==> src/rtl/dram_sched_pkg.sv <==
package dram_sched_pkg;
  typedef enum logic [2:0] {
    CMD_NOP = 3'd0,
    CMD_ACT = 3'd1,
    CMD_RD  = 3'd2,
    CMD_WR  = 3'd3,
    CMD_PRE = 3'd4
  } cmd_e;

  typedef enum logic [1:0] {
    ACC_NONE     = 2'd0,
    ACC_HIT      = 2'd1,
    ACC_CLOSED   = 2'd2,
    ACC_CONFLICT = 2'd3
  } acc_e;

  // timing counter slots
  localparam int T_RCD = 0;
  localparam int T_RP  = 1;
  localparam int T_RAS = 2;
  localparam int T_WR  = 3;
  localparam int N_TCNT = 4;
endpackage

==> src/rtl/sched_cnt.sv <==
module sched_cnt #(
  parameter int W = 4
) (
  input  logic         clk_i,
  input  logic         rst_ni,
  input  logic         load_i,
  input  logic [W-1:0] val_i,
  output logic         ok_o
);
  logic [W-1:0] cnt_q;

  always_ff @(posedge clk_i or negedge rst_ni) begin
    if (!rst_ni)           cnt_q <= '0;
    else if (load_i)       cnt_q <= val_i;
    else if (cnt_q != '0)  cnt_q <= cnt_q - W'(1);
  end

  // value v loaded at cycle t allows the next command at cycle t+max(v,1)
  assign ok_o = (cnt_q <= W'(1));

  p_cnt_step_r12: assert property (@(posedge clk_i) disable iff (!rst_ni)
    (!load_i && cnt_q > W'(1)) |=> (cnt_q == $past(cnt_q) - W'(1)));

  p_cnt_load_r11: assert property (@(posedge clk_i) disable iff (!rst_ni)
    (load_i && val_i <= W'(1)) |=> ok_o);
endmodule

==> src/rtl/sched_rd_pipe.sv <==
module sched_rd_pipe #(
  parameter int TW = 4
) (
  input  logic          clk_i,
  input  logic          rst_ni,
  input  logic          rd_i,
  input  logic [TW-1:0] lat_i,
  output logic          valid_o
);
  localparam int DEPTH = 1 << TW;

  logic [DEPTH-1:0] pipe_q;
  logic [TW-1:0]    slot;

  assign slot = (lat_i == '0) ? '0 : lat_i - TW'(1);

  always_ff @(posedge clk_i or negedge rst_ni) begin
    if (!rst_ni) pipe_q <= '0;
    else         pipe_q <= (pipe_q >> 1) | (rd_i ? (DEPTH'(1) << slot) : '0);
  end

  assign valid_o = pipe_q[0];

  p_short_lat_r7: assert property (@(posedge clk_i) disable iff (!rst_ni)
    (rd_i && lat_i <= TW'(1)) |=> valid_o);
endmodule

==> src/rtl/dram_bank_sched.sv <==
module dram_bank_sched
  import dram_sched_pkg::*;
#(
  parameter int ROW_W = 4,
  parameter int COL_W = 4,
  parameter int TW    = 4
) (
  input  logic             clk_i,
  input  logic             rst_ni,
  input  logic             req_valid_i,
  input  logic             req_we_i,
  input  logic [ROW_W-1:0] req_row_i,
  input  logic [COL_W-1:0] req_col_i,
  input  logic [TW-1:0]    t_cl_i,
  input  logic [TW-1:0]    t_rcd_i,
  input  logic [TW-1:0]    t_rp_i,
  input  logic [TW-1:0]    t_ras_i,
  input  logic [TW-1:0]    t_wr_i,
  output logic             req_ready_o,
  output logic [2:0]       cmd_o,
  output logic [ROW_W-1:0] cmd_row_o,
  output logic [COL_W-1:0] cmd_col_o,
  output logic             rd_valid_o,
  output logic [1:0]       acc_type_o
);
  localparam int TC_W    = TW + 1;
  localparam int SINCE_W = TW + 2;

  logic             row_open_q;
  logic [ROW_W-1:0] open_row_q;
  logic             saw_pre_q, saw_act_q;

  logic   row_hit;
  cmd_e   cmd;
  logic   iss_act, iss_pre, iss_rd, iss_wr, iss_col;

  logic [N_TCNT-1:0] t_load, t_ok;
  logic [TW-1:0]     t_val [N_TCNT];
  logic              rc_ok;

  assign row_hit = row_open_q && (open_row_q == req_row_i);

  always_comb begin
    cmd = CMD_NOP;
    if (req_valid_i) begin
      if (row_hit) begin
        if (t_ok[T_RCD]) cmd = req_we_i ? CMD_WR : CMD_RD;
      end else if (row_open_q) begin
        if (t_ok[T_RAS] && t_ok[T_WR]) cmd = CMD_PRE;
      end else begin
        if (t_ok[T_RP] && rc_ok) cmd = CMD_ACT;
      end
    end
  end

  assign iss_act = (cmd == CMD_ACT);
  assign iss_pre = (cmd == CMD_PRE);
  assign iss_rd  = (cmd == CMD_RD);
  assign iss_wr  = (cmd == CMD_WR);
  assign iss_col = iss_rd | iss_wr;

  // per-limit counters
  assign t_load[T_RCD] = iss_act;
  assign t_val[T_RCD]  = t_rcd_i;
  assign t_load[T_RP]  = iss_pre;
  assign t_val[T_RP]   = t_rp_i;
  assign t_load[T_RAS] = iss_act;
  assign t_val[T_RAS]  = t_ras_i;
  assign t_load[T_WR]  = iss_wr;
  assign t_val[T_WR]   = t_wr_i;

  for (genvar g = 0; g < N_TCNT; g++) begin : g_tcnt
    sched_cnt #(.W(TW)) u_cnt (
      .clk_i  (clk_i),
      .rst_ni (rst_ni),
      .load_i (t_load[g]),
      .val_i  (t_val[g]),
      .ok_o   (t_ok[g])
    );
  end

  // activate-to-activate spacing
  sched_cnt #(.W(TC_W)) u_rc_cnt (
    .clk_i  (clk_i),
    .rst_ni (rst_ni),
    .load_i (iss_act),
    .val_i  (TC_W'(t_ras_i) + TC_W'(t_rp_i)),
    .ok_o   (rc_ok)
  );

  sched_rd_pipe #(.TW(TW)) u_rd_pipe (
    .clk_i   (clk_i),
    .rst_ni  (rst_ni),
    .rd_i    (iss_rd),
    .lat_i   (t_cl_i),
    .valid_o (rd_valid_o)
  );

  always_ff @(posedge clk_i or negedge rst_ni) begin
    if (!rst_ni) begin
      row_open_q <= 1'b0;
      open_row_q <= '0;
      saw_pre_q  <= 1'b0;
      saw_act_q  <= 1'b0;
    end else begin
      if (iss_pre) begin
        row_open_q <= 1'b0;
        saw_pre_q  <= 1'b1;
      end
      if (iss_act) begin
        row_open_q <= 1'b1;
        open_row_q <= req_row_i;
        saw_act_q  <= 1'b1;
      end
      if (iss_col) begin
        saw_pre_q <= 1'b0;
        saw_act_q <= 1'b0;
      end
    end
  end

  always_comb begin
    acc_type_o = ACC_NONE;
    if (iss_col) begin
      if (saw_pre_q)      acc_type_o = ACC_CONFLICT;
      else if (saw_act_q) acc_type_o = ACC_CLOSED;
      else                acc_type_o = ACC_HIT;
    end
  end

  assign req_ready_o = iss_col;
  assign cmd_o       = cmd;
  assign cmd_row_o   = (cmd != CMD_NOP) ? req_row_i : '0;
  assign cmd_col_o   = iss_col ? req_col_i : '0;

  // elapsed-cycle trackers, used only by the checks below
  logic [SINCE_W-1:0] since_act_q, since_pre_q, since_wr_q;

  always_ff @(posedge clk_i or negedge rst_ni) begin
    if (!rst_ni) begin
      since_act_q <= '1;
      since_pre_q <= '1;
      since_wr_q  <= '1;
    end else begin
      since_act_q <= iss_act ? SINCE_W'(1) : ((since_act_q == '1) ? since_act_q : since_act_q + SINCE_W'(1));
      since_pre_q <= iss_pre ? SINCE_W'(1) : ((since_pre_q == '1) ? since_pre_q : since_pre_q + SINCE_W'(1));
      since_wr_q  <= iss_wr  ? SINCE_W'(1) : ((since_wr_q  == '1) ? since_wr_q  : since_wr_q  + SINCE_W'(1));
    end
  end

  p_ready_valid_r2: assert property (@(posedge clk_i) disable iff (!rst_ni)
    req_ready_o |-> (req_valid_i && (cmd_o == 3'd2 || cmd_o == 3'd3)));

  p_col_after_rcd_r3: assert property (@(posedge clk_i) disable iff (!rst_ni)
    iss_col |-> (since_act_q >= SINCE_W'(t_rcd_i)));

  p_act_after_rp_r4: assert property (@(posedge clk_i) disable iff (!rst_ni)
    iss_act |-> (since_pre_q >= SINCE_W'(t_rp_i)));

  p_act_spacing_r4: assert property (@(posedge clk_i) disable iff (!rst_ni)
    iss_act |-> (since_act_q >= SINCE_W'(t_ras_i) + SINCE_W'(t_rp_i)));

  p_pre_after_ras_r5: assert property (@(posedge clk_i) disable iff (!rst_ni)
    iss_pre |-> (since_act_q >= SINCE_W'(t_ras_i)));

  p_pre_after_wr_r6: assert property (@(posedge clk_i) disable iff (!rst_ni)
    iss_pre |-> (since_wr_q >= SINCE_W'(t_wr_i)));

  p_conflict_path_r10: assert property (@(posedge clk_i) disable iff (!rst_ni)
    iss_pre |=> !row_open_q);

  p_hit_type_r8: assert property (@(posedge clk_i) disable iff (!rst_ni)
    (acc_type_o != 2'd0) |-> iss_col);
endmodule

==> config.mk <==
export PLATFORM = sky130hd
export DESIGN_NAME = dram_bank_sched
export DESIGN_NICKNAME = d
export VERILOG_FILES = /design/src/rtl/dram_sched_pkg.sv /design/src/rtl/sched_cnt.sv /design/src/rtl/sched_rd_pipe.sv /design/src/rtl/dram_bank_sched.sv
export SDC_FILE = /design/constraint.sdc
export NUM_CORES = 1
export LEC_CHECK = 0
export BUFFER_PORTS_ARGS = -buffer_cell sky130_fd_sc_hd__buf_2
export CELL_PAD_IN_SITES_DETAIL_PLACEMENT = 2
export CELL_PAD_IN_SITES_GLOBAL_PLACEMENT = 2
export CORE_ASPECT_RATIO = 0.75
export CORE_MARGIN = 1.5
export CORE_UTILIZATION = 36
export CTS_BUF_LIST = sky130_fd_sc_hd__clkbuf_8
export DETAILED_ROUTE_END_ITERATION = 8
export PLACE_DENSITY = 0.83
export SETUP_SLACK_MARGIN = 0.1
export SLEW_MARGIN = 10
export SYNTH_ARGS = -nofsm -noshare
export SYNTH_HDL_FRONTEND = slang
export SYNTH_SLANG_ARGS = --single-unit
export TNS_END_PERCENT = 20
==> constraint.sdc <==
create_clock -name clk_i -period 2.47 [get_ports clk_i]
set_input_delay 0.247 -clock clk_i [delete_from_list [all_inputs] [get_ports clk_i]]
set_output_delay 0.247 -clock clk_i [all_outputs]
set_load 0.02 [all_outputs]
==> reports/qor.csv <==
metric,value,unit
status,finished clean,
postLayoutCoreUtil,47.8,%
fin_skew,16.2,ps
met2_usage,40.4,%
cp_max_fo,4,
area_growth,26.9,%
die_w,101,um
drt_first_pass_iters,4,
async_flop_share,100,%
place_inst,394,
ios,47,
core-area,6900,um2
rows,26,
use_met3,5.60,%
place_ws,211,ps
vias_per_cell,5.53,
start_kind,register,
ys_warn_count,0,
wl_per_cell,22.7,um
tightest_slew,736,ps
synth.distinct_cells,45,
die_y,76.6,um
clkLatencyLatePin,310,ps
nFillCells,735,
switching_share,43.1,%
grt_use_met1,31.6,%
dieArea,7750,um2
drv_cap,0,
fin_ws,124,ps
hold-worst-slack,146,ps
r2r_cells,5,
p_comb_share,47.3,%
cp_data_arrival_time,2100,ps
numClockSinks,44,
synthFlopType,dfrtp_1,
grt_pass1_wl,14.5,mm
grt-ovfl-total,0,
clock_power_share,14.9,%
synth.net_count,305,
r2r_setup_slack,340,ps
hp-class,in2reg,
cts_tree,built,
synth_edf_count,0,
antenna_found_initial,1,
critPathKind,reg2out,
cts_inserted_buffers,5,
drtAntennaViolNets,0,
p_int,1880,uW
synth_cells,253,
grtUsageTotal,24.9,%
ctsHtreeMaxLevel,2,
fin_crit,2350,ps
multi_input_area,1460,um2
seq_area,1100,um2
fin_tns_setup,0,ps
start_util,37.7,%
p_seq_share,37.9,%
relSlewSlack,50.8,%
layout.nets,373,
clk_pin_slew,100,ps
gp_congestion,0.869,
drc_errors,0,
cts_buffer_depth,2,
rsz0062_at_grt,yes,
post-route-period-util,95.0,%
vias,2327,
drive_gt1_share,31.4,%
ys_ff_latch,44,
fin_cells,421,
hold_viol_final,0,
grt.busiest_layer,met2,
hold_depth,3,
wl,9.56,mm
syn_avg_cell_area,10.3,um2
power.density,1000,nW/um2
switchingPower,1430,uW
cp.required,2220,ps
drt_iter0_drc,115,
max-vdd-ir-drop,0.000456,V
io_buffers,46,
max_freq,0.426,GHz
root_buffer,clkbuf_8,
power.leakage,0.00160,uW
grt_max_degree,26,
setup_viol,0,
syn_area,2600,um2
endpoint_kind,output port,
drv_slew,0,
grt_pass1_vias,2570,
yosysSeqAreaShare,42.3,%
place.detailed.hpwl,6.02,mm
flip-flops by register name (all words and copies together) (netlist names):
signal and cells:
open_row_q 4, u_rc_cnt.cnt_q 5, g_tcnt.u_cnt.cnt_q 16, saw_pre_q 1, saw_act_q 1, row_open_q 1, u_rd_pipe.pipe_q 16
cell families (layout without fill, tap and decap cells):
group,after synthesis,in the layout,synth area share (%)
buffers and inverters,34,102,5.53
flip-flops,44,44,42.3
multiplexers,11,11,4.62
other,1,2,0.144
adder cells (fa/ha/maj),20,20,9.91
AO/OA/AOI/OAI,58,59,17.5
XOR/XNOR,14,14,4.72
AND/OR/NAND/NOR,71,71,15.3
critical path, cell delays in order (launching register included):
cell,delay (ps)
dfrtp_1,420
nor2b_1,190
a2111oi_4,330
buf_4,200
nand3_4,130
buf_6,190
a21oi_1,140
buf_4,170
synthesized netlist by cell type, drive strengths merged, types with 4 or more instances:
master | n | area share (%)
ha | 19 | 9.1
o21ai | 9 | 1.7
a31o | 6 | 2.0
mux2 | 8 | 3.5
a31oi | 4 | 0.96
and2 | 4 | 0.96
buf | 5 | 1.3
a21oi | 12 | 2.3
nor2 | 23 | 3.3
nor3b | 5 | 1.4
a21o | 5 | 1.4
a41o | 9 | 3.5
dfrtp | 44 | 42
or3 | 5 | 1.2
nor2b | 6 | 1.4
nor3 | 8 | 1.5
nand2 | 10 | 1.4
inv | 26 | 3.8
xnor2 | 11 | 3.7
worst paths after layout:
kind / start / endpoint
hold reg to reg: u_rd_pipe.pipe_q[5] / u_rd_pipe.pipe_q[4]
min in group asynchronous: rst_ni / u_rd_pipe.pipe_q[2]
setup / recovery: open_row_q[1] / acc_type_o[0]
max in group asynchronous: rst_ni / open_row_q[3]
hold / removal: t_rcd_i[2] / g_tcnt[0].u_cnt.cnt_q[2]
setup reg to reg: u_rc_cnt.cnt_q[2] / open_row_q[0]
layer usage:
layer | routed length (um) | up-vias
met3 | 399 | 34
met1 | 4110 | 1190
met5 | 0 | -
met4 | 426 | 0
li1 | - | 1027
met2 | 4620 | 76
final cells by class:
| cell class | instances | share of cell area, % |
|---|---|---|
| Multi-Input combinational cell | 176 | 44.4 |
| Sequential cell | 44 | 33.4 |
| Timing Repair Buffer | 68 | 12.7 |
| Tap cell | 98 | 3.72 |
| Inverter | 26 | 2.96 |
| Clock buffer | 5 | 2.09 |
| Clock inverter | 3 | 0.721 |
| Antenna cell | 1 | 0.0758 |
through the flow:
step           total power [uW]  cell area, um2
3_5_place_dp               2560            2940
2_1_floorplan              2130            2600
5_1_grt                    3570            3300
6_report                   3310            3300
4_1_cts                    3120            3140
3_3_place_gp               2410            2940
cells in the final DEF, fill, tap and decap left out, types with 2 or more instances in the layout:
| master | instances |
|---|---|
| a31oi_4 | 2 |
| nor3b_1 | 5 |
| mux2_2 | 4 |
| nor3_1 | 8 |
| a31o_1 | 6 |
| a21o_1 | 4 |
| xor2_1 | 3 |
| nor2b_1 | 6 |
| o31ai_1 | 3 |
| a31oi_1 | 2 |
| a41o_1 | 9 |
| a2111oi_4 | 2 |
| buf_6 | 3 |
| clkbuf_8 | 5 |
| xnor2_1 | 11 |
| clkinvlp_4 | 2 |
| or3_1 | 5 |
| inv_2 | 5 |
| a21oi_1 | 12 |
| o21ai_1 | 2 |
| dfrtp_1 | 44 |
| ha_1 | 16 |
| nor2_1 | 23 |
| buf_4 | 22 |
| o21ai_0 | 7 |
| nor4_1 | 2 |
| inv_1 | 21 |
| mux2_1 | 4 |
| mux2i_1 | 3 |
| ha_2 | 2 |
| nand2_1 | 10 |
| and2_1 | 4 |
| a211oi_1 | 3 |
| buf_2 | 42 |
power groups by stage:
| stage | Combinational (uW) | Clock, uW | Sequential, uW |
|---|---|---|---|
| floorplan | 988 | 0 | 1150 |
| global placement | 1210 | 0 | 1210 |
| detailed placement | 1320 | 0 | 1240 |
| CTS | 1400 | 497 | 1220 |
| global route | 1750 | 536 | 1280 |
| finish | 1560 | 493 | 1250 |
what timing repair did:
| action | 4_1_cts | 5_1_grt |
|---|---|---|
| pin swaps | 4 | 4 |
| buffers inserted | 8 | 8 |
| hold endpoints to repair | 19 | 0 |
| hold buffers | 1 | 0 |
| gates cloned | 0 | 1 |
| gates resized for setup | 10 | 19 |
| endpoints found under the setup margin | 14 | 14 |
Note: power is estimated with default switching activity, not from simulation.
